`src/rtl/adc_asm_pkg.sv`:
```
`timescale 1ns/1ps
package adc_asm_pkg;
    localparam int unsigned LANE_W      = 7;
    localparam int unsigned NUM_CH      = 2;
    localparam int unsigned PAD_W       = 2;
    localparam int unsigned BUS_W       = LANE_W * NUM_CH;
    localparam int unsigned SMP_W       = 2 * LANE_W;
    localparam int unsigned OUT_W       = SMP_W + PAD_W;
    localparam int unsigned FILL_STAGES = 2;

    typedef logic [LANE_W-1:0]             half_t;
    typedef logic [NUM_CH-1:0][LANE_W-1:0] halves_t;
    typedef logic [OUT_W-1:0]              word_t;
    typedef logic [NUM_CH-1:0][OUT_W-1:0]  words_t;
    typedef logic [FILL_STAGES-1:0]        fill_t;

    // Even half to even positions, odd half to odd positions.
    function automatic logic [SMP_W-1:0] weave(input half_t ev, input half_t od);
        logic [SMP_W-1:0] s;
        s = '0;
        for (int i = 0; i < int'(LANE_W); i++) begin
            s[2*i]   = ev[i];
            s[2*i+1] = od[i];
        end
        return s;
    endfunction

    // Left-justify a rebuilt sample over zero padding.
    function automatic word_t justify(input logic [SMP_W-1:0] s);
        return {s, {PAD_W{1'b0}}};
    endfunction
endpackage

```
`src/rtl/adc_ddr_capture.sv`:
```
`timescale 1ns/1ps
module adc_ddr_capture
    import adc_asm_pkg::*;
(
    input  logic             clk,
    input  logic             rst,
    input  logic [BUS_W-1:0] ddr_din,
    output halves_t          rise_now,
    output halves_t          fall_prev
);
    typedef struct packed {
        halves_t fall;
    } neg_st_t;

    typedef struct packed {
        halves_t rise;
        halves_t fall_sdr;
    } pos_st_t;

    neg_st_t neg_d, neg_q;
    pos_st_t pos_d, pos_q;

    always_comb begin
        neg_d          = neg_q;
        pos_d          = pos_q;
        neg_d.fall     = halves_t'(ddr_din);
        pos_d.rise     = halves_t'(ddr_din);
        pos_d.fall_sdr = neg_q.fall;
        if (rst) begin
            neg_d = '0;
            pos_d = '0;
        end
    end

    // Falling-edge half.
    always_ff @(negedge clk) begin
        neg_q <= neg_d;
    end

    // Rising-edge half plus transfer of the last falling half.
    always_ff @(posedge clk) begin
        pos_q <= pos_d;
    end

    assign rise_now  = pos_q.rise;
    assign fall_prev = pos_q.fall_sdr;
endmodule

```
`src/rtl/adc_even_realign.sv`:
```
`timescale 1ns/1ps
module adc_even_realign
    import adc_asm_pkg::*;
(
    input  logic    clk,
    input  logic    rst,
    input  halves_t rise_now,
    input  halves_t fall_prev,
    output halves_t even_al,
    output halves_t odd_al,
    output logic    pair_ok
);
    typedef struct packed {
        halves_t hold;
        fill_t   fill;
    } st_t;

    st_t st_d, st_q;

    always_comb begin
        st_d      = st_q;
        st_d.hold = rise_now;
        st_d.fill = fill_t'({st_q.fill, 1'b1});
        if (rst) begin
            st_d = '0;
        end
    end

    always_ff @(posedge clk) begin
        st_q <= st_d;
    end

    // Held rising half now lines up with the falling half that followed it.
    assign even_al = st_q.hold;
    assign odd_al  = fall_prev;
    assign pair_ok = st_q.fill[FILL_STAGES-1];
endmodule

```
`src/rtl/adc_sample_pack.sv`:
```
`timescale 1ns/1ps
module adc_sample_pack
    import adc_asm_pkg::*;
(
    input  logic    clk,
    input  logic    rst,
    input  halves_t even_al,
    input  halves_t odd_al,
    input  logic    pair_ok,
    output words_t  words,
    output logic    words_vld
);
    typedef struct packed {
        words_t w;
        logic   v;
    } st_t;

    st_t    st_d, st_q;
    words_t built;

    for (genvar ch = 0; ch < int'(NUM_CH); ch++) begin : g_ch
        assign built[ch] = justify(weave(even_al[ch], odd_al[ch]));
    end

    always_comb begin
        st_d   = st_q;
        st_d.w = built;
        st_d.v = pair_ok;
        if (rst) begin
            st_d = '0;
        end
    end

    always_ff @(posedge clk) begin
        st_q <= st_d;
    end

    assign words     = st_q.w;
    assign words_vld = st_q.v;
endmodule

```
`src/rtl/adc_ddr_assembler.sv`:
```
`timescale 1ns/1ps
module adc_ddr_assembler
    import adc_asm_pkg::*;
(
    input  logic             clk,
    input  logic             rst,
    input  logic [BUS_W-1:0] ddr_din,
    output logic [OUT_W-1:0] smp_a,
    output logic [OUT_W-1:0] smp_b,
    output logic             smp_valid
);
    halves_t rise_now, fall_prev, even_al, odd_al;
    logic    pair_ok;
    words_t  words;

    adc_ddr_capture u_cap (
        .clk      (clk),
        .rst      (rst),
        .ddr_din  (ddr_din),
        .rise_now (rise_now),
        .fall_prev(fall_prev)
    );

    adc_even_realign u_align (
        .clk      (clk),
        .rst      (rst),
        .rise_now (rise_now),
        .fall_prev(fall_prev),
        .even_al  (even_al),
        .odd_al   (odd_al),
        .pair_ok  (pair_ok)
    );

    adc_sample_pack u_pack (
        .clk      (clk),
        .rst      (rst),
        .even_al  (even_al),
        .odd_al   (odd_al),
        .pair_ok  (pair_ok),
        .words    (words),
        .words_vld(smp_valid)
    );

    assign smp_a = words[0];
    assign smp_b = words[1];
endmodule

```
`config.mk`:
```
export PLATFORM = sky130hd
export DESIGN_NAME = adc_ddr_assembler
export DESIGN_NICKNAME = d
export VERILOG_FILES = /design/src/rtl/adc_asm_pkg.sv /design/src/rtl/adc_ddr_capture.sv /design/src/rtl/adc_even_realign.sv /design/src/rtl/adc_sample_pack.sv /design/src/rtl/adc_ddr_assembler.sv
export SDC_FILE = /design/constraint.sdc
export NUM_CORES = 1
export LEC_CHECK = 0
export BUFFER_PORTS_ARGS = -buffer_cell sky130_fd_sc_hd__buf_4
export CAP_MARGIN = 15
export CORE_MARGIN = 1.5
export CORE_UTILIZATION = 57
export CTS_BUF_LIST = sky130_fd_sc_hd__clkbuf_8 sky130_fd_sc_hd__clkbuf_16
export CTS_CLUSTER_DIAMETER = 50
export CTS_CLUSTER_SIZE = 8
export DETAILED_ROUTE_END_ITERATION = 10
export GPL_TIMING_DRIVEN = 0
export PLACE_DENSITY = 0.82
export SLEW_MARGIN = 0
export SYNTH_ARGS = -nofsm -noshare
export SYNTH_HDL_FRONTEND = slang
export SYNTH_HIERARCHICAL = 1
export SYNTH_SLANG_ARGS = --single-unit
export TNS_END_PERCENT = 1
```
`constraint.sdc`:
```
create_clock -name clk -period 1.3 [get_ports clk]
set_input_delay 0.195 -clock clk [delete_from_list [all_inputs] [get_ports clk]]
set_output_delay 0.195 -clock clk [all_outputs]
set_load 0.02 [all_outputs]
```
==> results of run 1 <==
-- synthesized netlist by cell type, drive strengths merged --
master,number
buf,38
conb,1
nor2b,51
inv,2
and2b,21
dfxtp,87
-- power breakdown --
| part | internal [W] | switching (W) |
|---|---|---|
| Combinational | 0.000187 | 0.000131 |
| Sequential | 0.00278 | 0.0000251 |
| Clock | 0.00101 | 0.000933 |
-- path summary, 6_finish.rpt --
| path | endpoint | cells past startpoint |
|---|---|---|
| hold / removal | u_cap/rise_now[0] | 2 |
| hold reg to reg | u_pack/words_vld | 1 |
| setup / recovery | u_cap/fall_prev[9] | 1 |
| setup reg to reg | u_cap/fall_prev[9] | 1 |
-- metal layers --
layer | global-route usage | wire length [um] | vias to the layer above
li1 | - | - | 706
met5 | 0 | 0 | -
met3 | 0.0513 | 160 | 9
met4 | 0.101 | 87 | 0
met2 | 0.247 | 1730 | 36
met1 | 0.150 | 1360 | 544
-- kinds of logic after synthesis --
group / Yosys count / synth area share
DFF: 87 / 0.657
and+or+nand+nor: 72 / 0.221
buffers and inverters: 40 / 0.120
other: 1 / 0.00142
-- sequential cells by signal, indices dropped and copies added, names as in the netlist --
name	count
u_align/even_al	14
u_align/pair_ok	1
u_align/st_q	1
u_cap/fall_prev	14
u_cap/neg_q	14
u_cap/rise_now	14
u_pack/words	28
u_pack/words_vld	1
-- final cells by class --
| class | count | share of cell area |
|---|---|---|
| Buffer | 38 | 0.0941 |
| Inverter | 1 | 0.00114 |
| Timing Repair Buffer | 44 | 0.100 |
| Sequential cell | 87 | 0.528 |
| Multi-Input combinational cell | 76 | 0.182 |
| Clock buffer | 9 | 0.0376 |
| Clock inverter | 21 | 0.0368 |
| Tap cell | 52 | 0.0197 |
-- metrics by stage --
step / utilization / TNS, ns / setup slack (ns) / power (W) / cell area [um2]
floorplan: - / 0 / 0.0976 / 0.00314 / 2660
global placement: 0.692 / -1.44 / -0.106 / 0.00324 / 3060
detailed placement: 0.692 / -1.55 / -0.147 / 0.00325 / 3060
CTS: 0.747 / 0 / 0.0399 / 0.00512 / 3300
global route: 0.747 / 0 / 0.0203 / 0.00530 / 3300
finish: 0.747 / 0 / 0.0354 / 0.00507 / 3300
==> impl_metrics.py, run 1 <==
metrics = {
    "run_status": {
        "status": "completed",
    },
    "detailed_routing": {
        "vias_per_cell": 3.95,
        "vias": 1295,
        "drt_iter0_drc": 18,
        "drc": 0,
        "avgRoutedWirePerCell_um": 10.2,
        "wl_um": 3340,
        "firstDrtPassIters": 4,
        "antenna_left": 0,
    },
    "clocking": {
        "cts-root-buf": "clkbuf_8",
        "cts.path.max_buffers": 2,
        "cts_resized": 0,
        "cts_setup_buffers": 0,
        "cts_buffers": 9,
        "cts_tree": "built",
        "cts_max_level": 3,
        "clk_latency_ns": 0.38,
        "clkSlewWorstSetupHoldPaths_ns": 0.08,
        "cts_num_sinks": 87,
        "cts_hold_buf": 0,
    },
    "worst_setup_path": {
        "critPathRequiredTime_ns": 1.54,
        "critPathKind": "flop to flop",
        "crit_path_start_kind": "flop",
        "crit_chain": "and2b_2",
        "critPathMaxStageDelay_ns": 0.29,
        "reg2reg_from": "u_cap/neg_q[9]",
        "critPathLaunch": "u_cap/neg_q[9]",
        "crit_family": "flip-flops",
        "cp.arrival_ns": 1.50,
        "cp_slowest_cell": "dfxtp_1",
        "worstSetupEndpointType": "flop",
        "path_buf_inv": 0,
        "worstPathMaxFanout": 1,
        "regToRegSetupSlack_ns": 0.04,
    },
    "layout": {
        "fin_cells": 328,
        "layout_commonest_cell": "dfxtp_1",
        "fillers": 286,
        "regArea_um2": 1740,
        "mostFrequentLayoutCells": "dfxtp_1 (87), buf_4 (76), nor2b_1 (34)",
        "diodes": 0,
        "drive_gt1_frac": 0.457,
        "fin_nets": 287,
        "area_growth_pct": 24.5,
        "multi_input_area_um2": 602,
    },
    "sta": {
        "hold_violations": 0,
        "finClkSkew_ns": 0.0446,
        "finalSetupViolCount": 0,
        "whs_ns": 0.0914,
        "rsz0062_at_grt": "false",
        "drv_slew": 0,
    },
    "pwr": {
        "p_per_area_nw_per_um2": 1540,
        "p_leak_nw": 1.61,
        "irDropWorstVdd_v": 0.000941,
    },
    "floorplanning": {
        "io_pins": 49,
        "fp-row-count": 24,
        "die_w_um": 71.2,
        "die_area_um2": 5070,
        "floorplan.initialDensity": 0.600,
        "chipHeight_um": 71.2,
        "coreArea_um2": 4410,
    },
    "logic_synthesis": {
        "yosys_warnings": 6,
        "synth_cell_types": 12,
        "synth.avg_cell_area_um2": 13.3,
        "synth.ff_latch_count": 87,
        "seq_area_frac_synth": 0.657,
        "synth_top_area_cell": "dfxtp_1",
        "synthTopCellsByArea": "dfxtp_1 (66%), buf_4 (9.1%), nor2b_1 (8.0%)",
        "netlist_area_um2": 2650,
        "synth_top_area_share": 0.657,
        "netlist_instances": 200,
    },
    "global_route": {
        "grt_max_degree": 20,
        "grt_pass1_vias": 1148,
        "grt_usage": 0.146,
        "grt_overflow": 0,
        "antenna_found_initial": 0,
        "grt_first_pass_wirelength_um": 5220,
    },
    "place": {
        "post-dp-hpwl_um": 2290,
        "place.port_buffers": 44,
        "placedCellCount": 299,
        "gp_congestion": 0.703,
    },
    "min_path": {
        "min-delay-start": "ddr_din[0]",
        "min_path_type": "input port to flop",
    },
    "run": {
        "cap_violations": 0,
    },
}
Note: power is estimated with default switching activity, not from simulation.
==> run 2: changes to the inputs <==
--- a/config.mk
+++ b/config.mk
@@ -8,16 +8,15 @@
 export BUFFER_PORTS_ARGS = -buffer_cell sky130_fd_sc_hd__buf_4
 export CAP_MARGIN = 15
 export CORE_MARGIN = 1.5
-export CORE_UTILIZATION = 57
+export CORE_UTILIZATION = 55
 export CTS_BUF_LIST = sky130_fd_sc_hd__clkbuf_8 sky130_fd_sc_hd__clkbuf_16
 export CTS_CLUSTER_DIAMETER = 50
 export CTS_CLUSTER_SIZE = 8
 export DETAILED_ROUTE_END_ITERATION = 10
 export GPL_TIMING_DRIVEN = 0
-export PLACE_DENSITY = 0.82
+export PLACE_DENSITY = 0.8
 export SLEW_MARGIN = 0
 export SYNTH_ARGS = -nofsm -noshare
 export SYNTH_HDL_FRONTEND = slang
-export SYNTH_HIERARCHICAL = 1
 export SYNTH_SLANG_ARGS = --single-unit
 export TNS_END_PERCENT = 1
==> run 2 against run 1 <==
Global-route usage grew 0.71 points. Synthesized area decreased by 12%. Clock-buffer cell count rose by 1. Combinational power shrank 22%. Worst hold slack lost 0.0062 ns. Total power shrank 5.3%. Clock skew increased by 0.0067 ns. Critical path depth stayed put. Die area down 8.8%. Register-to-register slack better by 0.05 ns. Critical path type unchanged. Critical endpoint is now u_cap.fall_prev[11]. Largest power group unchanged.
==> impl_metrics.py, run 2 <==
metrics = {
    "run_status": {
        "status": "completed",
    },
    "detailed_routing": {
        "wl_um": 3080,
        "firstDrtPassIters": 4,
        "avgRoutedWirePerCell_um": 10.3,
        "drt_iter0_drc": 39,
        "vias_per_cell": 4.15,
        "vias": 1237,
        "drc": 0,
        "antenna_left": 0,
    },
    "logic_synthesis": {
        "synth_most_common_cell": "dfxtp_1",
        "synth.avg_cell_area_um2": 13.4,
        "synth_common_cells": "dfxtp_1 (87), nor2b_1 (72), buf_6 (8), buf_4 (4)",
        "netlist_instances": 174,
        "synth_top_area_share": 0.750,
        "synth_edf_count": 0,
        "netlist_area_um2": 2320,
        "synth_ff_type": "dfxtp_1",
        "synth.ff_latch_count": 87,
        "async_reset_ff_frac": 0,
        "yosys_warnings": 0,
        "synthTopCellsByArea": "dfxtp_1 (75%), nor2b_1 (19%), buf_6 (3.9%)",
        "synth_top_area_cell": "dfxtp_1",
        "synth_cell_types": 7,
        "seq_area_frac_synth": 0.750,
    },
    "layout": {
        "diodes": 0,
        "area_growth_pct": 26.4,
        "mostFrequentLayoutCells": "dfxtp_1 (87), nor2b_1 (72), buf_4 (47)",
        "largest_reg_flops": 28,
        "fin_cells": 298,
        "multi_input_area_um2": 465,
        "regArea_um2": 1740,
        "layout_commonest_cell": "dfxtp_1",
        "fillers": 292,
        "final_util": 0.729,
        "drive_gt1_frac": 0.270,
        "fin_nets": 260,
    },
    "global_route": {
        "grt_max_degree": 14,
        "grt_first_pass_wirelength_um": 4790,
        "grt_pass1_vias": 1153,
        "grt_usage": 0.153,
        "grt_overflow": 0,
        "antenna_found_initial": 0,
    },
    "clocking": {
        "cts_hold_buf": 0,
        "clkSlewWorstSetupHoldPaths_ns": 0.08,
        "cts_resized": 0,
        "cts_num_sinks": 87,
        "cts_setup_buffers": 0,
        "cts_buffers": 9,
        "cts_max_level": 3,
        "clk_latency_ns": 0.38,
        "cts-root-buf": "clkbuf_8",
        "cts.path.max_buffers": 2,
        "cts_tree": "built",
    },
    "worst_setup_path": {
        "regToRegSetupSlack_ns": 0.09,
        "critPathMaxStageDelay_ns": 0.30,
        "cp.arrival_ns": 1.46,
        "crit_path_start_kind": "flop",
        "crit_chain": "nor2b_1",
        "crit_family": "flip-flops",
        "critPathKind": "flop to flop",
        "worstSetupEndpointType": "flop",
        "cp_slowest_cell": "dfxtp_1",
        "path_buf_inv": 0,
        "critPathRequiredTime_ns": 1.54,
        "worstPathMaxFanout": 1,
    },
    "place": {
        "place.port_buffers": 43,
        "gp_congestion": 0.655,
        "post-dp-hpwl_um": 2040,
        "placedCellCount": 270,
    },
    "floorplanning": {
        "die_w_um": 68.0,
        "floorplan.initialDensity": 0.577,
        "io_pins": 49,
        "fp-row-count": 23,
        "chipHeight_um": 68.0,
        "die_area_um2": 4620,
        "coreArea_um2": 4030,
    },
    "sta": {
        "finalSetupViolCount": 0,
        "rsz0062_at_grt": "false",
        "drv_slew": 0,
        "setup_tns_ns": 0,
        "hold_violations": 0,
        "finClkSkew_ns": 0.0513,
    },
    "pwr": {
        "total_power_w": 0.00480,
        "irDropWorstVdd_v": 0.00114,
        "p_per_area_nw_per_um2": 1630,
        "p_leak_nw": 1.36,
    },
    "run": {
        "cap_violations": 0,
    },
    "min_path": {
        "min_path_type": "input port to flop",
    },
}
==> run 2: cells by family after synthesis <==
group                  Yosys count  share of synthesized area
other                            1                    0.00161
DFF                             87                      0.750
buffers and inverters           14                     0.0549
and+or+nand+nor                 72                      0.194
==> run 2: final timing paths <==
kind                                             to          startpoint  cells after the start
worst min-delay path               u_pack.words_vld                 rst                      2
worst max register to register  u_cap.fall_prev[11]     u_cap.neg_q[11]                      1
worst min register to register      u_pack.words[7]  u_cap.fall_prev[2]                      1
worst max-delay path            u_cap.fall_prev[11]     u_cap.neg_q[11]                      1
==> run 2: metal layers <==
| metal | part of all wire | global-route usage |
|---|---|---|
| met1 | 0.42 | 0.153 |
| met2 | 0.48 | 0.252 |
| met3 | 0.057 | 0.0559 |
| met4 | 0.037 | 0.128 |
| met5 | 0 | 0 |
==> run 2: final cells by class <==
cell class / instances / share of cell area
plain buffers: 12 / 0.0409
flip-flops and latches: 87 / 0.593
inverters: 1 / 0.00128
repair buffers: 43 / 0.110
clock buffers: 10 / 0.0507
clock inverters: 19 / 0.0247
well taps: 50 / 0.0213
multi-input cells: 76 / 0.158
==> run 2: stage by stage <==
| stage | worst slack (ns) | hold slack (ns) | instance area, um2 |
|---|---|---|---|
| after CTS | 0.0803 | 0.0725 | 2940 |
| after floorplan | 0.0249 | 0.352 | 2330 |
| after global placement | -0.0322 | 0.416 | 2720 |
| after detailed placement | -0.0542 | 0.420 | 2720 |
| after global routing | 0.0788 | 0.0758 | 2940 |
| final | 0.0881 | 0.0852 | 2940 |
==> run 2: report_power, final <==
part | switching (W) | internal (W) | total (W)
registers | 0.0000206 | 0.00277 | 0.00280
logic | 0.000116 | 0.000132 | 0.000248
clock network | 0.000927 | 0.000825 | 0.00175
==> run 3: changes to the inputs <==
--- a/config.mk
+++ b/config.mk
@@ -8,15 +8,14 @@
 export BUFFER_PORTS_ARGS = -buffer_cell sky130_fd_sc_hd__buf_4
 export CAP_MARGIN = 15
 export CORE_MARGIN = 1.5
-export CORE_UTILIZATION = 55
+export CORE_UTILIZATION = 47
 export CTS_BUF_LIST = sky130_fd_sc_hd__clkbuf_8 sky130_fd_sc_hd__clkbuf_16
 export CTS_CLUSTER_DIAMETER = 50
 export CTS_CLUSTER_SIZE = 8
 export DETAILED_ROUTE_END_ITERATION = 10
 export GPL_TIMING_DRIVEN = 0
-export PLACE_DENSITY = 0.8
+export PLACE_DENSITY = 0.73
 export SLEW_MARGIN = 0
 export SYNTH_ARGS = -nofsm -noshare
 export SYNTH_HDL_FRONTEND = slang
 export SYNTH_SLANG_ARGS = --single-unit
-export TNS_END_PERCENT = 1
==> constraint.sdc (replaced) <==
create_clock -name clk -period 0.99 [get_ports clk]
set_input_delay 0.1485 -clock clk [delete_from_list [all_inputs] [get_ports clk]]
set_output_delay 0.1485 -clock clk [all_outputs]
set_load 0.02 [all_outputs]
==> run 3 against run 2 <==
The run now ends with setup timing left. Total power grew 43%. Sequential share of layout area shrank 2.3 points. Clock power grew 63%. Final cell count grew 6.7%. Clock skew grew 0.0033 ns. Worst hold slack lost 0.067 ns. Largest cell class unchanged.
==> impl_metrics.py, run 3 (synthesis gave the netlist of run 2 again) <==
metrics = {
    "pwr": {
        "switching_share": 0.209,
        "power_frac_clock": 0.417,
        "seqPwrFrac": 0.534,
        "p_int_w": 0.00543,
        "irDropWorstVdd_v": 0.00113,
        "p_sw_w": 0.00144,
        "p_per_area_nw_per_um2": 2250,
        "p_comb_frac": 0.049,
        "total_power_w": 0.00687,
        "p_leak_nw": 1.40,
    },
    "detailed_routing": {
        "avgRoutedWirePerCell_um": 8.98,
        "firstDrtPassIters": 3,
        "wl_um": 2860,
        "drt_iter0_drc": 39,
        "antenna_left": 0,
        "vias_per_cell": 3.79,
        "drc": 0,
        "vias": 1205,
    },
    "global_route": {
        "antenna_found_initial": 0,
        "grt_overflow": 0,
        "grt_pass1_vias": 1002,
        "grt_usage": 0.119,
        "grt_max_degree": 15,
        "grt_first_pass_wirelength_um": 4400,
    },
    "worst_setup_path": {
        "cp_slowest_cell": "dfxtp_1",
        "critPathKind": "flop to flop",
        "crit_chain": "nor2b_1",
        "critPathMaxStageDelay_ns": 0.29,
        "path_buf_inv": 0,
        "crit_family": "flip-flops",
        "crit_path_start_kind": "flop",
        "worstSetupEndpointType": "flop",
        "critPathRequiredTime_ns": 1.22,
        "cp.arrival_ns": 1.28,
        "worstPathMaxFanout": 1,
    },
    "place": {
        "post-place-ws_ns": -0.169,
        "post-dp-hpwl_um": 1900,
        "place.port_buffers": 43,
        "gp_congestion": 0.629,
    },
    "floorplanning": {
        "fp-row-count": 25,
        "chipHeight_um": 73.3,
        "coreArea_um2": 4750,
        "die_area_um2": 5370,
        "die_w_um": 73.3,
        "floorplan.initialDensity": 0.489,
        "io_pins": 49,
    },
    "clocking": {
        "cts-root-buf": "clkbuf_8",
        "cts_buffers": 9,
        "clk_latency_ns": 0.39,
        "cts_setup_buffers": 0,
        "cts_num_sinks": 87,
        "clkSlewWorstSetupHoldPaths_ns": 0.08,
        "cts_max_level": 3,
        "cts_tree": "built",
        "cts.path.max_buffers": 2,
    },
    "layout": {
        "layout_commonest_cell": "dfxtp_1",
        "final_util": 0.643,
        "drive_gt1_frac": 0.291,
        "diodes": 0,
        "mostFrequentLayoutCells": "dfxtp_1 (86), nor2b_1 (72), buf_4 (47)",
        "fin_nets": 262,
        "fillers": 398,
        "largest_reg_flops": 28,
        "area_growth_pct": 31.7,
    },
    "min_path": {
        "min_path_type": "input port to flop",
    },
    "sta": {
        "finalSetupViolCount": 14,
        "setup_tns_ns": -0.523,
        "hold_violations": 0,
        "fin_ws_ns": -0.0593,
        "drv_slew": 0,
        "finClkSkew_ns": 0.0546,
        "whs_ns": 0.0185,
        "rsz0062_at_grt": "true",
    },
    "run_status": {
        "violations": "setup timing",
        "status": "finished, violations left",
    },
    "run": {
        "cap_violations": 0,
    },
}
## run 3: power by group through the flow
stage | Clock, W | Sequential (W) | Combinational (W)
after floorplan | 0.0000929 | 0.00378 | 0.000175
after global placement | 0.0000929 | 0.00374 | 0.000331
after detailed placement | 0.0000929 | 0.00375 | 0.000337
after CTS | 0.00293 | 0.00367 | 0.000340
after global routing | 0.00315 | 0.00368 | 0.000366
final | 0.00286 | 0.00367 | 0.000337
## run 3: timing repair
action,4_1_cts,5_1_grt
resized for setup,0,1
setup endpoints to repair,14,15
hold buffers,1,1
hold endpoints to repair,1,1
## run 3: per-stage QoR
stage,cell area [um2],instances
3_3_place_gp,2750,287
5_1_grt,3060,318
6_report,3060,318
4_1_cts,3050,317
2_1_floorplan,2350,177
3_5_place_dp,2750,287
## run 3: layout make-up
type | count | area, um2 | share of cell area
multi-input cells | 76 | 465 | 0.152
inverters | 1 | 3.75 | 0.00123
clock buffers | 13 | 190 | 0.0622
well taps | 67 | 83.8 | 0.0274
repair buffers | 45 | 343 | 0.112
flip-flops and latches | 87 | 1740 | 0.570
clock inverters | 17 | 97.6 | 0.0319
plain buffers | 12 | 133 | 0.0434
## run 3: path summary, 6_finish.rpt
kind                                          start            endpoint  slack, ns  cells past startpoint
worst max-delay path                 u_cap.neg_q[2]  u_cap.fall_prev[2]      -0.06                      1
worst min-delay path                            rst    u_pack.words_vld       0.02                      2
worst max register to register       u_cap.neg_q[2]  u_cap.fall_prev[2]      -0.06                      1
worst min register to register  u_align.even_al[11]    u_pack.words[26]       0.44                      1
## run 3: metal layers
layer,part of all wire,global-route usage,up-vias
li1,-,-,659
met2,0.52,0.201,33
met3,0.053,0.0453,11
met1,0.40,0.113,502
met5,0,0,-
met4,0.035,0.0988,0
